<file path="config.mk">
export PLATFORM = sky130hd
export DESIGN_NAME = bus_wake_detector
export DESIGN_NICKNAME = d
export VERILOG_FILES = /design/src/rtl/bwd_pkg.sv /design/src/rtl/bwd_phase_cnt.sv /design/src/rtl/bwd_win_timer.sv /design/src/rtl/bwd_ctrl.sv /design/src/rtl/bus_wake_detector.sv
export SDC_FILE = /design/constraint.sdc
export NUM_CORES = 1
export LEC_CHECK = 0
export ABC_AREA = 1
export BUFFER_PORTS_ARGS = -buffer_cell sky130_fd_sc_hd__buf_4
export CAP_MARGIN = 15
export CORE_AREA = 2 2 118 91
export DETAILED_ROUTE_END_ITERATION = 8
export DIE_AREA = 0 0 120 93
export PLACE_DENSITY_LB_ADDON = 0.08
export SETUP_SLACK_MARGIN = 0.4
export SYNTH_ARGS = -nofsm -noshare
export SYNTH_HDL_FRONTEND = slang
export SYNTH_HIERARCHICAL = 1
export SYNTH_SLANG_ARGS = --single-unit
</file>
<file path="constraint.sdc">
create_clock -name clk_i -period 6.78 [get_ports clk_i]
set_clock_uncertainty 0.2 [all_clocks]
set_input_delay 0.678 -clock clk_i [delete_from_list [all_inputs] [get_ports clk_i]]
set_output_delay 0.678 -clock clk_i [all_outputs]
set_load 0.005 [all_outputs]
</file>
<file path="src/rtl/bwd_pkg.sv">
package bwd_pkg;
  typedef enum logic [1:0] {
    MODE_NORMAL  = 2'b00,
    MODE_LISTEN  = 2'b01,
    MODE_STANDBY = 2'b10,
    MODE_SLEEP   = 2'b11
  } mode_e;

  typedef enum logic [2:0] {
    ST_ARMED = 3'd0,
    ST_DOM1  = 3'd1,
    ST_REC   = 3'd2,
    ST_DOM2  = 3'd3,
    ST_DONE  = 3'd4
  } state_e;

  function automatic logic is_low_power(logic [1:0] m);
    return m[1];
  endfunction
endpackage

</file>
<file path="src/rtl/bwd_phase_cnt.sv">
module bwd_phase_cnt #(
  parameter int unsigned CNT_W = 16
) (
  input  logic             clk_i,
  input  logic             rst_ni,
  input  logic             clr_i,
  input  logic             inc_i,
  input  logic [CNT_W-1:0] min_i,
  output logic             hit_o
);
  localparam logic [CNT_W:0] ONE = (CNT_W+1)'(1);

  logic [CNT_W-1:0] cnt_q;
  logic [CNT_W:0]   cnt_inc;

  assign cnt_inc = {1'b0, cnt_q} + ONE;
  // qualifies on the sample that brings the count up to the minimum
  assign hit_o   = inc_i && (cnt_inc >= {1'b0, min_i});

  always_ff @(posedge clk_i or negedge rst_ni) begin
    if (!rst_ni) begin
      cnt_q <= '0;
    end else if (clr_i) begin
      cnt_q <= '0;
    end else if (inc_i && !(&cnt_q)) begin
      cnt_q <= cnt_inc[CNT_W-1:0];
    end
  end
endmodule

</file>
<file path="src/rtl/bwd_win_timer.sv">
module bwd_win_timer #(
  parameter int unsigned WIN_W = 20
) (
  input  logic             clk_i,
  input  logic             rst_ni,
  input  logic             clr_i,
  input  logic             start_i,
  input  logic             run_i,
  input  logic [WIN_W-1:0] limit_i,
  output logic             expired_o
);
  localparam logic [WIN_W-1:0] ONE = WIN_W'(1);

  logic [WIN_W-1:0] cnt_q;

  // cnt_q holds window cycles already used; the next one is past the limit
  assign expired_o = (cnt_q >= limit_i);

  always_ff @(posedge clk_i or negedge rst_ni) begin
    if (!rst_ni) begin
      cnt_q <= '0;
    end else if (clr_i) begin
      cnt_q <= '0;
    end else if (start_i) begin
      cnt_q <= ONE;
    end else if (run_i && !(&cnt_q)) begin
      cnt_q <= cnt_q + ONE;
    end
  end
endmodule

</file>
<file path="src/rtl/bwd_ctrl.sv">
module bwd_ctrl
  import bwd_pkg::*;
(
  input  logic       clk_i,
  input  logic       rst_ni,
  input  logic [1:0] mode_i,
  input  logic       uv_i,
  input  logic       bus_dom_i,
  input  logic       hit_i,
  input  logic       expired_i,
  output logic       sel_rec_o,
  output logic       cnt_inc_o,
  output logic       cnt_clr_o,
  output logic       win_start_o,
  output logic       win_run_o,
  output logic       win_clr_o,
  output logic       wake_o,
  output logic       rxd_o
);
  state_e state_q, state_d;
  logic   wake_q, wake_d;
  logic   armed_ok, in_pat, live, start, want_dom, active;

  always_comb begin
    armed_ok = is_low_power(mode_i) && !uv_i;
    in_pat   = (state_q == ST_DOM1) || (state_q == ST_REC) || (state_q == ST_DOM2);
    live     = in_pat && armed_ok && !expired_i;
    start    = (state_q == ST_ARMED) && armed_ok && bus_dom_i;
    active   = start || live;
    want_dom = (state_q != ST_REC);
  end

  assign sel_rec_o   = (state_q == ST_REC);
  assign cnt_inc_o   = active && (bus_dom_i == want_dom);
  assign cnt_clr_o   = hit_i || !active;
  assign win_start_o = start;
  assign win_run_o   = live;
  assign win_clr_o   = !active;

  always_comb begin
    state_d = state_q;
    wake_d  = 1'b0;
    unique case (state_q)
      ST_ARMED: if (start) state_d = hit_i ? ST_REC : ST_DOM1;
      ST_DOM1:  if (!live) state_d = ST_ARMED;
                else if (hit_i) state_d = ST_REC;
      ST_REC:   if (!live) state_d = ST_ARMED;
                else if (hit_i) state_d = ST_DOM2;
      ST_DOM2: begin
        if (!live) begin
          state_d = ST_ARMED;
        end else if (hit_i) begin
          state_d = ST_DONE;
          wake_d  = 1'b1;
        end
      end
      ST_DONE:  if (!is_low_power(mode_i)) state_d = ST_ARMED;
      default:  state_d = ST_ARMED;
    endcase
  end

  always_ff @(posedge clk_i or negedge rst_ni) begin
    if (!rst_ni) begin
      state_q <= ST_ARMED;
      wake_q  <= 1'b0;
    end else begin
      state_q <= state_d;
      wake_q  <= wake_d;
    end
  end

  assign wake_o = wake_q;
  assign rxd_o  = (state_q != ST_DONE);
endmodule

</file>
<file path="src/rtl/bus_wake_detector.sv">
module bus_wake_detector #(
  parameter int unsigned CNT_W = 16,
  parameter int unsigned WIN_W = 20
) (
  input  logic             clk_i,
  input  logic             rst_ni,
  input  logic             bus_dom_i,
  input  logic [1:0]       mode_i,
  input  logic             uv_i,
  input  logic [CNT_W-1:0] min_dom_i,
  input  logic [CNT_W-1:0] min_rec_i,
  input  logic [WIN_W-1:0] timeout_i,
  output logic             wake_o,
  output logic             rxd_o
);
  logic             sel_rec, cnt_inc, cnt_clr, hit;
  logic             win_start, win_run, win_clr, expired;
  logic [CNT_W-1:0] cur_min;

  assign cur_min = sel_rec ? min_rec_i : min_dom_i;

  bwd_ctrl u_ctrl (
    .clk_i       (clk_i),
    .rst_ni      (rst_ni),
    .mode_i      (mode_i),
    .uv_i        (uv_i),
    .bus_dom_i   (bus_dom_i),
    .hit_i       (hit),
    .expired_i   (expired),
    .sel_rec_o   (sel_rec),
    .cnt_inc_o   (cnt_inc),
    .cnt_clr_o   (cnt_clr),
    .win_start_o (win_start),
    .win_run_o   (win_run),
    .win_clr_o   (win_clr),
    .wake_o      (wake_o),
    .rxd_o       (rxd_o)
  );

  bwd_phase_cnt #(.CNT_W(CNT_W)) u_phase (
    .clk_i  (clk_i),
    .rst_ni (rst_ni),
    .clr_i  (cnt_clr),
    .inc_i  (cnt_inc),
    .min_i  (cur_min),
    .hit_o  (hit)
  );

  bwd_win_timer #(.WIN_W(WIN_W)) u_win (
    .clk_i     (clk_i),
    .rst_ni    (rst_ni),
    .clr_i     (win_clr),
    .start_i   (win_start),
    .run_i     (win_run),
    .limit_i   (timeout_i),
    .expired_o (expired)
  );
endmodule

</file>
---- After elaboration in Yosys (flattened, before gate mapping) ----
Index checks and enable logic that the tools add are counted.
operators by class
  add/sub/neg operators ................... 2
  order comparisons ....................... 2
  eq/ne operators ......................... 13
  mux-type cells .......................... 19
  reductions and logical operators ........ 23
operators by type and width
  kind                   count
  $mux 20                3
  $mux 16                3
  $mux 3                 8
  $add 20x1->20 const B  1
  $ge 20x20->1           1
  $reduce_and 20->1      1
  $add 16x1->17 const B  1
  $ge 17x16->1           1
  $reduce_and 16->1      1
  $pmux 3 s5             1
  $ne 3x3->1 const B     4
  $logic_and 1x1->1      9
  $eq 3x2->1 const B     2
  $logic_not 1->1        5
  $reduce_and 5->1       1
  $logic_or 1x1->1       4
  $eq 3x1->1 const B     1
  $eq 3x3->1 const B     1
  $logic_not 3->1        1
  $mux 1                 3
  $ne 3x1->1 const B     1
  $ne 3x2->1 const B     1
  $mux 2                 1
  $ne 2x1->1 const B     1
  other kinds (3)        3
word-level totals
  register bits ........................... 40
  output and inout port bits .............. 2

---- Logic depth before layout (Yosys ltp) ----
  depth in word-level cells ............... 11
  mapped depth ............................ 27

---- Cells and area by module ----
The synthesis kept the hierarchy.
modules (own cells, without submodules)
  module             times used  cells an instance  area an instance (um2)  sequential area each (um2)
  bwd_win_timer      1           254                1813.0                  500.5
  bwd_phase_cnt      1           223                1511.4                  400.4
  bwd_ctrl           1           52                 335.3                   100.1
  bus_wake_detector  1           52                 244.0                   0.0

---- Worst setup path before layout ----
No wires, ideal clock.
  path type ............................... input-to-reg
  from .................................... input port timeout_i[11]
  to ...................................... register u_phase.cnt_q[6]
  library setup time ...................... 0.129 ns
  arrival ................................. 2.816 ns
  required time ........................... 6.451 ns
  slack ................................... 3.635 ns
  cell stages on the path ................. 20
  path buffers ............................ 1
  cells stage by stage .................... inv_1 > ha_1 > a21oi_1 > o21ai_0 > a21oi_1 > o21a_1 > nand2_1 > nor2_2 > nand3_2 > inv_2 > nor2_2 > nor2_2 > inv_1 > nor2_1 > inv_1 > o21ai_1 > inv_1 > nand3_1 > buf_4 > o22ai_1
on the way
  word-level cells in the longest chain between the ends .. 8
  elaborated cells between the ends (all ways) .. 11
  classes of those cells .................. 1 x order compare; 1 x mux; 9 x reduce/logical
ends and longest elaborated chain
  item                                          RTL line                 text
  start, declared                               bus_wake_detector.sv:12  input logic [WIN_W-1:0] timeout_i,
  $ge 20x20->1 *                                bwd_win_timer.sv:17      assign expired_o = (cnt_q >= limit_i);
  via expired                                   bus_wake_detector.sv:17  logic win_start, win_run, win_clr, expired;
  $logic_not 1->1 *                             bwd_ctrl.sv:27           live = in_pat && armed_ok && !expired_i;
  $logic_and 1x1->1 *                           bwd_ctrl.sv:27
  via win_run                                   bus_wake_detector.sv:17
  $logic_or 1x1->1 *                            bwd_ctrl.sv:29           active = start || live;
  $logic_and 1x1->1 *                           bwd_ctrl.sv:34           assign cnt_inc_o = active && (bus_dom_i == want_dom);
  via cnt_inc                                   bus_wake_detector.sv:16  logic sel_rec, cnt_inc, cnt_clr, hit;
  $logic_and 1x1->1 *                           bwd_phase_cnt.sv:18      assign hit_o = inc_i && (cnt_inc >= {1'b0, min_i});
  via hit                                       bus_wake_detector.sv:16
  $logic_or 1x1->1 *                            bwd_ctrl.sv:35           assign cnt_clr_o = hit_i || !active;
  via cnt_clr                                   bus_wake_detector.sv:16
  $mux 16 or $reduce_bool 2->1 (tied branches)  -
  end signal, assigned                          bwd_phase_cnt.sv:26      cnt_q <= cnt_inc[CNT_W-1:0];
  end, declared                                 bwd_phase_cnt.sv:13      logic [CNT_W-1:0] cnt_q;
The timed path passes the listed nets; every way through them passes the cells marked *.
A chain may end at the register's enable or synchronous reset.

---- Final worst setup path ----
  from .................................... register u_ctrl.state_q[2]
  to ...................................... register u_phase.cnt_q[11]
on the way
  elaborated cells between the ends (all ways) .. 22
  classes of those cells .................. 1 x order compare; 5 x eq/ne; 2 x mux; 14 x reduce/logical
RTL lines
  item                                          RTL line                 text
  start, declared                               bwd_ctrl.sv:20           state_e state_q, state_d;
  start signal, assigned                        bwd_ctrl.sv:67           state_q <= state_d;
  $eq 3x2->1 *                                  bwd_ctrl.sv:33           assign sel_rec_o = (state_q == ST_REC);
  via sel_rec                                   bus_wake_detector.sv:16
  $mux 16 *                                     bus_wake_detector.sv:20  assign cur_min = sel_rec ? min_rec_i : min_dom_i;
  via cur_min[8]                                bus_wake_detector.sv:18  logic [CNT_W-1:0] cur_min;
  $ge 17x16->1 *                                bwd_phase_cnt.sv:18
  $logic_and 1x1->1 *                           bwd_phase_cnt.sv:18
  via hit                                       bus_wake_detector.sv:16
  $logic_or 1x1->1 *                            bwd_ctrl.sv:35
  via cnt_clr                                   bus_wake_detector.sv:16
  $mux 16 or $reduce_bool 2->1 (tied branches)  -
Marked as above.

==> flow_summary.toml <==
[worst_setup_path]
crit_slowest_cell = "inv_1"
crit_start = "u_ctrl/state_q[2]$_DFFE_PN0P_"
crit_arrival_ns = 4.17
r2r-start = "u_ctrl/state_q[2]$_DFFE_PN0P_"
crit_type = "flip-flop to flip-flop"
crit_required_ns = 6.79
critPathCaptureType = "flip-flop"
crit_chain = "inv_2 -> nand3_1 -> inv_1 -> inv_6 -> nand2_1 -> nand2_1 -> inv_1 -> ha_1 -> nand2_1 -> nor2_1 -> nand3b_1 -> nand3_1 -> nand2_1 -> inv_1 -> nor2_1 -> nor2_1 -> inv_1 -> o21ai_1 -> inv_1 -> nand3_1 -> inv_1 -> nand2_1 -> o21ai_2"
ff2ff_setup_slack_ns = 2.62
critPathBufInv = 8
critPathMaxFanout = 17
slowest_delay_ns = 0.50
cp-start-kind = "flip-flop"
critical-path-top-delay-family = "simple AND/OR/NAND/NOR gates"
cp_common_cell = "inv_1"

[grt]
grt_max_degree = 41
grt_pass1_vias = 3392
grt_overflow = 0
grt_use_total = 0.177
grt_pass1_wl_um = 16100
antenna_found_initial = 0

[timing]
hold_slack_ns = 0.179
relSlewSlack = 0.332
post-route-period-util = 0.613
fin_crit_ns = 4.16
fmax_mhz = 240
fin_tns_setup_ns = 0
rsz0062_at_grt = "no"
slew_viol_final = 0
hold_viol = 0
fin_ws_ns = 2.62
finalSetupViolCount = 0
tightest_slew_ns = 1.00

[finish]
final_cell_mix = "178 x nand2_1, 105 x inv_1, 58 x buf_4, 44 x nor2_1, 40 x dfrtp_1"
nFillCells = 1058
diodes = 0
multiInputGateArea_um2 = 2390
fin_nets = 734
postLayoutCellArea_um2 = 4560
area.growth.synth_to_final_pct = 16.8
drive_above_1_share = 0.175
final_cells = 775
fin_util = 0.454
final_common_cell = "nand2_1"
regArea_um2 = 1000

[run]
drv_cap = 0

[pwr]
p_leak_nw = 2.47
cellPowerDensity_nw_per_um2 = 157
max-vdd-ir-drop_mv = 0.0839
p_total_mw = 0.717

[placed_design]
dp_hpwl_um = 7540
dp.cells = 767
place.gp.congestion = 0.874
preCtsSetupSlack_ns = 2.47
io_buffers = 58
dpl-instance-area_um2 = 4410

[clock_network]
h-tree-depth = 2
ctsHoldBuffers = 0
clock_latency_ns = 0.28
cts_setup_buffers = 0
cts_buffers = 5
cts_tree = "done"
cts_buffer_depth = 2
clock-root-buffer = "clkbuf_16"
cts.sinks = 40
clkTransAtPathRegs_ns = 0.06
cts_resized = 0

[detailed_routing]
postRouteAntennaNets = 0
wl_um = 9300
drt-initial-drc-count = 168
vias = 3674
vias_per_cell = 4.74
drc = 0
wl_per_cell_um = 12.0
first_pass_iters = 4

[yosys]
synth.net_count = 677
syn_area_per_cell_um2 = 6.72
ys_warn_count = 6
ys_seq_area_frac = 0.256
synth_cells = 581
syn_area_um2 = 3900
ys_ff_latch = 40
synthDistinctLibCells = 37

[floorplan]
num_rows = 32
initial_core_util = 0.388
die_h_um = 93
die_x_um = 120
ioPinCount = 60
core_area_um2 = 10000
die_area_um2 = 11200

[run_status]
outcome = "completed"

[hold_path]
hold_path.class = "primary input to asynchronous set/reset pin"
[cell usage after synthesis, drive strengths merged]
master / instances / share of area
nor2: 57 / 0.070
o22ai: 8 / 0.019
o21bai: 7 / 0.013
o21a: 2 / 0.0038
a21boi: 1 / 0.0019
nor4: 1 / 0.0016
ha: 38 / 0.12
nand3b: 1 / 0.0019
buf: 7 / 0.024
xor2: 11 / 0.025
nand4: 10 / 0.016
clkbuf: 1 / 0.00096
nand2: 194 / 0.20
nor3: 13 / 0.019
nor3b: 1 / 0.0019
inv: 109 / 0.11
a21oi: 21 / 0.031
o21ai: 27 / 0.038
dfrtp: 40 / 0.26
nand3: 30 / 0.041
a21o: 1 / 0.0019
xnor2: 1 / 0.0022
[where the power goes]
| part | switching [mW] | total (mW) | internal (mW) |
|---|---|---|---|
| sequential | 0.00877 | 0.255 | 0.246 |
| clock | 0.0929 | 0.240 | 0.147 |
| combinational | 0.147 | 0.223 | 0.0760 |
| total | 0.248 | 0.717 | 0.469 |
[per-layer routing]
layer / track usage / routed length [um] / up-vias
li1: - / - / 1937
met1: 0.286 / 5190 / 1673
met2: 0.250 / 3690 / 58
met3: 0.0256 / 373 / 6
met4: 0.0265 / 47 / 0
met5: 0 / 0 / -
[path summary, 6_finish.rpt]
| path | end | cells after the start |
|---|---|---|
| worst max-delay path | u_phase/cnt_q[11]$_DFFE_PN0P_ | 23 |
| worst min-delay path | u_phase/cnt_q[10]$_DFFE_PN0P_ | 1 |
| worst max register to register | u_phase/cnt_q[11]$_DFFE_PN0P_ | 23 |
| worst min register to register | u_phase/cnt_q[1]$_DFFE_PN0P_ | 2 |
| max in group asynchronous | u_phase/cnt_q[4]$_DFFE_PN0P_ | 1 |
| min in group clk_i | u_phase/cnt_q[1]$_DFFE_PN0P_ | 2 |
[sequential cells by signal, summed over array words and instances (netlist names)]
signal and cells:
u_win/cnt_q 20, u_ctrl/state_q 3, u_ctrl/wake_o 1, u_phase/cnt_q 16
[cell type report]
class                   count  area share
clock buffers               8      0.0321
inverters                 109      0.0908
multi-input cells         424       0.525
flip-flops and latches     40       0.220
well taps                 136      0.0373
repair buffers             58      0.0955
[cells by family after synthesis]
group,Yosys count,synth area share
compound gates,67,0.109
flops,40,0.256
buf+inv,117,0.131
fa+ha+maj,38,0.122
simple gates,307,0.355
xor+xnor,12,0.0269
(Power assumes the default switching activity.)
